## src/rtl/swl_pkg.sv

```systemverilog
package swl_pkg;
  localparam int FRAME_BITS   = 24;
  localparam int REF_W        = 2;
  localparam int SWALLOW_W    = 5;
  localparam int MAIN_W       = 2;
  localparam int CODE3_W      = 3;
  localparam int DEMOD_W      = 5;
  localparam int STEP_W       = 4;

  typedef struct packed {
    logic [REF_W-1:0]     ref_ratio;
    logic [SWALLOW_W-1:0] swallow;
    logic [MAIN_W-1:0]    main_div;
    logic                 osc_sel;
    logic                 test_hi;
    logic                 filt_en;
    logic                 comp_en;
    logic [CODE3_W-1:0]   dev_scale;
    logic [CODE3_W-1:0]   pretune;
    logic [CODE3_W-1:0]   cp_code;
  } word1_t;

  typedef struct packed {
    logic [DEMOD_W-1:0] demod_dac;
    logic [CODE3_W-1:0] comp_scale;
    logic [CODE3_W-1:0] test_mode;
  } word2_t;

  function automatic logic signed [STEP_W-1:0] cp_code_to_step(input logic [CODE3_W-1:0] code);
    logic signed [STEP_W-1:0] wide;
    wide = $signed({1'b0, code});
    return wide - STEP_W'(4);
  endfunction
endpackage

```

## src/rtl/swl_edge_sync.sv

```systemverilog
module swl_edge_sync #(
  parameter int          WIDTH     = 3,
  parameter int          STAGES    = 2,
  parameter logic [WIDTH-1:0] RESET_VAL = '0
) (
  input  logic             clk,
  input  logic             rst_n,
  input  logic [WIDTH-1:0] async_in,
  output logic [WIDTH-1:0] level,
  output logic [WIDTH-1:0] rise,
  output logic [WIDTH-1:0] fall
);
  generate
    for (genvar i = 0; i < WIDTH; i++) begin : g_line
      logic [STAGES:0] pipe;
      always_ff @(posedge clk or negedge rst_n) begin
        if (!rst_n) pipe <= {(STAGES+1){RESET_VAL[i]}};
        else        pipe <= {pipe[STAGES-1:0], async_in[i]};
      end
      assign level[i] = pipe[STAGES-1];
      assign rise[i]  = pipe[STAGES-1] & ~pipe[STAGES];
      assign fall[i]  = ~pipe[STAGES-1] & pipe[STAGES];
    end
  endgenerate
endmodule

```

## src/rtl/swl_shifter.sv

```systemverilog
module swl_shifter #(
  parameter int LEN = 24
) (
  input  logic           clk,
  input  logic           rst_n,
  input  logic           clear,
  input  logic           shift,
  input  logic           din,
  output logic [LEN-1:0] sr
);
  always_ff @(posedge clk or negedge rst_n) begin
    if (!rst_n)     sr <= '0;
    else if (clear) sr <= '0;
    else if (shift) sr <= {sr[LEN-2:0], din};
  end
endmodule

```

## src/rtl/swl_word_bank.sv

```systemverilog
module swl_word_bank
  import swl_pkg::*;
#(
  parameter int LEN = FRAME_BITS
) (
  input  logic           clk,
  input  logic           rst_n,
  input  logic           load,
  input  logic [LEN-1:0] sr,
  output word1_t         w1,
  output word2_t         w2,
  output logic           w1_stb,
  output logic           w2_stb
);
  word1_t nxt1;
  word2_t nxt2;
  logic   unused_frame_bits;

  always_comb begin
    nxt1.ref_ratio = sr[23:22];
    nxt1.swallow   = sr[21:17];
    nxt1.main_div  = sr[16:15];
    nxt1.osc_sel   = sr[14];
    nxt1.test_hi   = sr[12];
    nxt1.filt_en   = sr[11];
    nxt1.comp_en   = sr[10];
    nxt1.dev_scale = sr[9:7];
    nxt1.pretune   = sr[6:4];
    nxt1.cp_code   = sr[3:1];
    nxt2.demod_dac  = sr[11:7];
    nxt2.comp_scale = sr[6:4];
    nxt2.test_mode  = sr[3:1];
  end

  assign unused_frame_bits = sr[13];

  always_ff @(posedge clk or negedge rst_n) begin
    if (!rst_n) begin
      w1     <= '0;
      w2     <= '0;
      w1_stb <= 1'b0;
      w2_stb <= 1'b0;
    end else begin
      w1_stb <= load & sr[0];
      w2_stb <= load & ~sr[0];
      if (load && sr[0])  w1 <= nxt1;
      if (load && !sr[0]) w2 <= nxt2;
    end
  end
endmodule

```

## src/rtl/serial_word_loader.sv

```systemverilog
module serial_word_loader
  import swl_pkg::*;
#(
  parameter int SYNC_STAGES = 2
) (
  input  logic                      clk,
  input  logic                      rst_n,
  input  logic                      ser_clk,
  input  logic                      ser_dat,
  input  logic                      ser_sel_n,
  output logic [REF_W-1:0]          cfg_ref_ratio,
  output logic [SWALLOW_W-1:0]      cfg_swallow,
  output logic [MAIN_W-1:0]         cfg_main_div,
  output logic                      cfg_osc_sel,
  output logic                      cfg_test_hi,
  output logic                      cfg_filt_en,
  output logic                      cfg_comp_en,
  output logic [CODE3_W-1:0]        cfg_dev_scale,
  output logic [CODE3_W-1:0]        cfg_pretune,
  output logic [CODE3_W-1:0]        cfg_cp_code,
  output logic signed [STEP_W-1:0]  cfg_cp_step,
  output logic [DEMOD_W-1:0]        cfg_demod_dac,
  output logic [CODE3_W-1:0]        cfg_comp_scale,
  output logic [CODE3_W-1:0]        cfg_test_mode,
  output logic                      cfg_w1_stb,
  output logic                      cfg_w2_stb
);
  localparam int IDX_DAT = 0;
  localparam int IDX_CLK = 1;
  localparam int IDX_SEL = 2;
  localparam int NLINES  = 3;
  localparam logic [NLINES-1:0] IDLE_VAL = 3'b100;

  logic [NLINES-1:0]     lvl, rise_v, fall_v;
  logic [FRAME_BITS-1:0] sr;
  logic                  shift_pulse, frame_start, en_rise;
  logic                  unused_edges;
  word1_t                w1;
  word2_t                w2;

  swl_edge_sync #(.WIDTH(NLINES), .STAGES(SYNC_STAGES), .RESET_VAL(IDLE_VAL)) u_sync (
    .clk      (clk),
    .rst_n    (rst_n),
    .async_in ({ser_sel_n, ser_clk, ser_dat}),
    .level    (lvl),
    .rise     (rise_v),
    .fall     (fall_v)
  );

  assign shift_pulse  = rise_v[IDX_CLK] & ~lvl[IDX_SEL];
  assign frame_start  = fall_v[IDX_SEL];
  assign en_rise      = rise_v[IDX_SEL];
  assign unused_edges = ^{rise_v[IDX_DAT], fall_v[IDX_DAT], fall_v[IDX_CLK], lvl[IDX_CLK]};

  swl_shifter #(.LEN(FRAME_BITS)) u_shift (
    .clk   (clk),
    .rst_n (rst_n),
    .clear (frame_start),
    .shift (shift_pulse),
    .din   (lvl[IDX_DAT]),
    .sr    (sr)
  );

  swl_word_bank #(.LEN(FRAME_BITS)) u_bank (
    .clk    (clk),
    .rst_n  (rst_n),
    .load   (en_rise),
    .sr     (sr),
    .w1     (w1),
    .w2     (w2),
    .w1_stb (cfg_w1_stb),
    .w2_stb (cfg_w2_stb)
  );

  assign cfg_ref_ratio  = w1.ref_ratio;
  assign cfg_swallow    = w1.swallow;
  assign cfg_main_div   = w1.main_div;
  assign cfg_osc_sel    = w1.osc_sel;
  assign cfg_test_hi    = w1.test_hi;
  assign cfg_filt_en    = w1.filt_en;
  assign cfg_comp_en    = w1.comp_en;
  assign cfg_dev_scale  = w1.dev_scale;
  assign cfg_pretune    = w1.pretune;
  assign cfg_cp_code    = w1.cp_code;
  assign cfg_cp_step    = cp_code_to_step(w1.cp_code);
  assign cfg_demod_dac  = w2.demod_dac;
  assign cfg_comp_scale = w2.comp_scale;
  assign cfg_test_mode  = w2.test_mode;
endmodule

```

## config.mk

```make
export PLATFORM = sky130hd
export DESIGN_NAME = serial_word_loader
export DESIGN_NICKNAME = d
export VERILOG_FILES = /design/src/rtl/swl_pkg.sv /design/src/rtl/swl_edge_sync.sv /design/src/rtl/swl_shifter.sv /design/src/rtl/swl_word_bank.sv /design/src/rtl/serial_word_loader.sv
export SDC_FILE = /design/constraint.sdc
export NUM_CORES = 1
export LEC_CHECK = 0
export BUFFER_PORTS_ARGS = -buffer_cell sky130_fd_sc_hd__clkbuf_2
export CELL_PAD_IN_SITES_DETAIL_PLACEMENT = 1
export CELL_PAD_IN_SITES_GLOBAL_PLACEMENT = 1
export CORE_MARGIN = 2
export CORE_UTILIZATION = 40
export DETAILED_ROUTE_END_ITERATION = 8
export PLACE_DENSITY = 0.74
export SYNTH_ARGS = -nofsm -noshare
export SYNTH_HDL_FRONTEND = slang
export SYNTH_SLANG_ARGS = --single-unit
```

## constraint.sdc

```tcl
create_clock -name clk -period 2.14 [get_ports clk]
set_clock_uncertainty 0.2 [all_clocks]
set_input_delay 0.214 -clock clk [delete_from_list [all_inputs] [get_ports clk]]
set_output_delay 0.214 -clock clk [all_outputs]
set_load 0.1 [all_outputs]
```

==> results by group <==
Critical path
  – CP arrival: 1790 ps
  – End of the worst register-to-register path: u_bank.w2[3]
  – Worst reg2reg path depth: 3
  – Critical path required time: 2160 ps
  – CP Launch Type: flop
  – CP max FO: 12
  – Crit path launch: u_sync.g_line[2].pipe[1]
  – Crit path kind: flop to flop
  – Reg2reg start: u_sync.g_line[2].pipe[1]
  – CP Capture Type: flop
  – Worst R2R Setup Slack: 370 ps

Synthesis
  – Cell taking the most area after synthesis: dfrtp_1
  – Synth area leaders: dfrtp_1 66%, mux2_2 15%, a22o_1 7.9%
  – Mean Syn Cell Area: 17.0 um^2
  – Cell area after synthesis: approximately 2400 um^2
  – Yosys top cell area share: 0.658
  – Seq/Total Area, Yosys: 0.690
  – Seq cells post-synth: 67
  – Number of library cell types mapped by synthesis: 15
  – Synthesized Nets: 148
  – Yosys warning count: 0
  – Post-Syn Instances: 143

STA
  – Unrepaired setup endpoints after global routing: no
  – Final Hold Fails: 0
  – Fin crit share: 0.825
  – Fin crit period: 1770 ps
  – WHS: approximately 160 ps
  – Setup TNS: 0 ps
  – Final max-slew violation count: 0
  – Max Clock Freq: 566 MHz
  – Slew Limit Headroom: 0.428
  – Least-Margin Pin Slew: about 860 ps
  – Setup violations, final: 0

Die
  – Row count: 28
  – Initial Util: 0.414
  – Area of the core: 5890 um^2
  – Die X: between 80 and 90 um
  – IO Count: between 40 and 50
  – Die Span Y: around 80 um
  – Die ar.: 6730 um^2

Clocking
  – CTS Buf Count: 9
  – Worst-skew pair later-pin latency: 340 ps
  – Clock tree buffer depth: 2
  – CTS root buf: clkbuf_8
  – TritonCTS clock tree: yes
  – Clock transition at path regs: 60 ps
  – CTS HTree Levels: 3
  – Post-cts sizing count: 0
  – Num Clock Sinks: 67

Placement
  – PortBufs: 43
  – GP Congestion: 0.775
  – Placed Area: between 2000 and 3000 um^2
  – Placed insts: 255
  – Post-DP HPWL: 3010 um

Drt
  – Antenna-violating nets left: 0
  – DRC errors left: 0
  – 1st-pass router iterations: 4
  – WL/cell: 16.3 um
  – Vias per inst: 5.11
  – Initial drt markers: 97
  – Final WL: 4490 um
  – Total number of vias: 1404

Power and ir drop
  – Clk pwr share: 0.396
  – Pleak: 1.56 nW
  – Cell Int Power: between 0.0015 and 0.002 W
  – Comb power frac: 0.047
  – Power Dens Cells: 791 nW/um^2
  – Seq pwr share: 0.557
  – Worst VDD drop: 0.300 mV
  – Sw Share: 0.227
  – Net switching power: 0.000528 W

Cells and area
  – Layout area overhead: 20.5%
  – # nets final: 200
  – Most common cell after layout, fill and taps aside: dfrtp_1
  – Share of cells above drive strength 1: 0.515
  – Multi-input logic area: 677 um^2
  – Design area: between 2000 and 3000 um^2
  – Commonest cells after routing, fill and taps aside: 63 x dfrtp_1, 42 x clkbuf_2, 32 x mux2_2
  – Post-Layout Cell Count: roughly 280
  – Register Area: 1680 um^2
  – Fill cells: 598
  – ANT cells: 0

Hold path
  – Hold wc startpoint: u_sync.g_line[0].pipe[0]
  – WHS Path Cells: 0
  – Hold crit path type: flop to flop
  – Hold EP: u_sync.g_line[0].pipe[1]

Global route
  – Vias in the first global route: 1495
  – GRT Resource Usage Total: 0.153
  – Pin count of the biggest net entering global routing: 68
  – Initial antenna violation count: 0
  – Grt ovf: 0
  – First-pass GRT wire length: 7400 um

Outcome
  – Outcome: finished, final reports clean

Run
  – Max Cap Viol: 0
cell families after synthesis:
logic type,after synthesis,share of synthesized area
compound gates,25,0.0915
buf+inv,12,0.0334
flops,67,0.690
mux,33,0.153
simple gates,6,0.0324
what timing repair did:
item | in CTS | in global routing
hold buffers | 4 | 0
hold endpoints to repair | 70 | 0
buffers inserted | 0 | 0
final cells by class:
type,instances,area share
inverter,2,0.00384
clock buffer,14,0.0554
multi-input combinational,64,0.231
timing repair buffer,51,0.101
clock inverter,2,0.00341
sequential,67,0.573
tap,75,0.0320
critical path: stages (launching register included):
cell     delay (ps)
dfstp_2         640
nor3b_4         200
buf_4           240
mux2_2          360
power groups by stage:
stage	Sequential (W)	Combinational, W	Clock (W)
floorplan	0.00134	0.0000428	0
global placement	0.00132	0.000103	0
detailed placement	0.00132	0.000107	0
CTS	0.00129	0.000113	0.000945
global route	0.00129	0.000120	0.00102
finish	0.00129	0.000109	0.000919
per-layer routing:
layer  up-vias  track usage  wire [um]
met5         -            0          0
met4         0       0.0900         98
met3        10       0.0462        225
met2        38        0.251       2330
met1       732        0.176       1840
li1        624            -          -
state kept, by name, summed over array words and instances, names as in the netlist:
register            count
u_sync.g_line.pipe      8
u_bank.w2              11
u_bank.w2_stb           1
u_bank.w1_stb           1
u_shift.sr             24
u_bank.w1              22
worst max path at each step:
stage                           to  cells after the start
floorplan           cfg_cp_step[3]                      2
global placement      u_bank.w2[8]                      3
detailed placement  u_shift.sr[17]                      4
CTS                 u_shift.sr[14]                      4
global route        u_shift.sr[14]                      4
finish                u_bank.w2[3]                      3
cells in the mapped netlist:
library cell	n
a221o_2	2
a22o_1	22
buf_2	2
buf_4	7
buf_6	1
dfrtp_1	64
dfstp_2	3
inv_1	2
mux2_1	1
mux2_2	32
nand3b_4	1
nor2b_1	1
nor3b_1	2
nor3b_4	2
o21bai_1	1
metrics by stage:
stage	setup slack [ps]	total power, W	util
2_1_floorplan	25.3	0.00138	-
3_3_place_gp	429	0.00142	0.462
3_5_place_dp	357	0.00142	0.462
4_1_cts	334	0.00235	0.499
5_1_grt	178	0.00243	0.499
6_report	374	0.00232	0.499
Note: power is estimated with default switching activity, not from simulation.
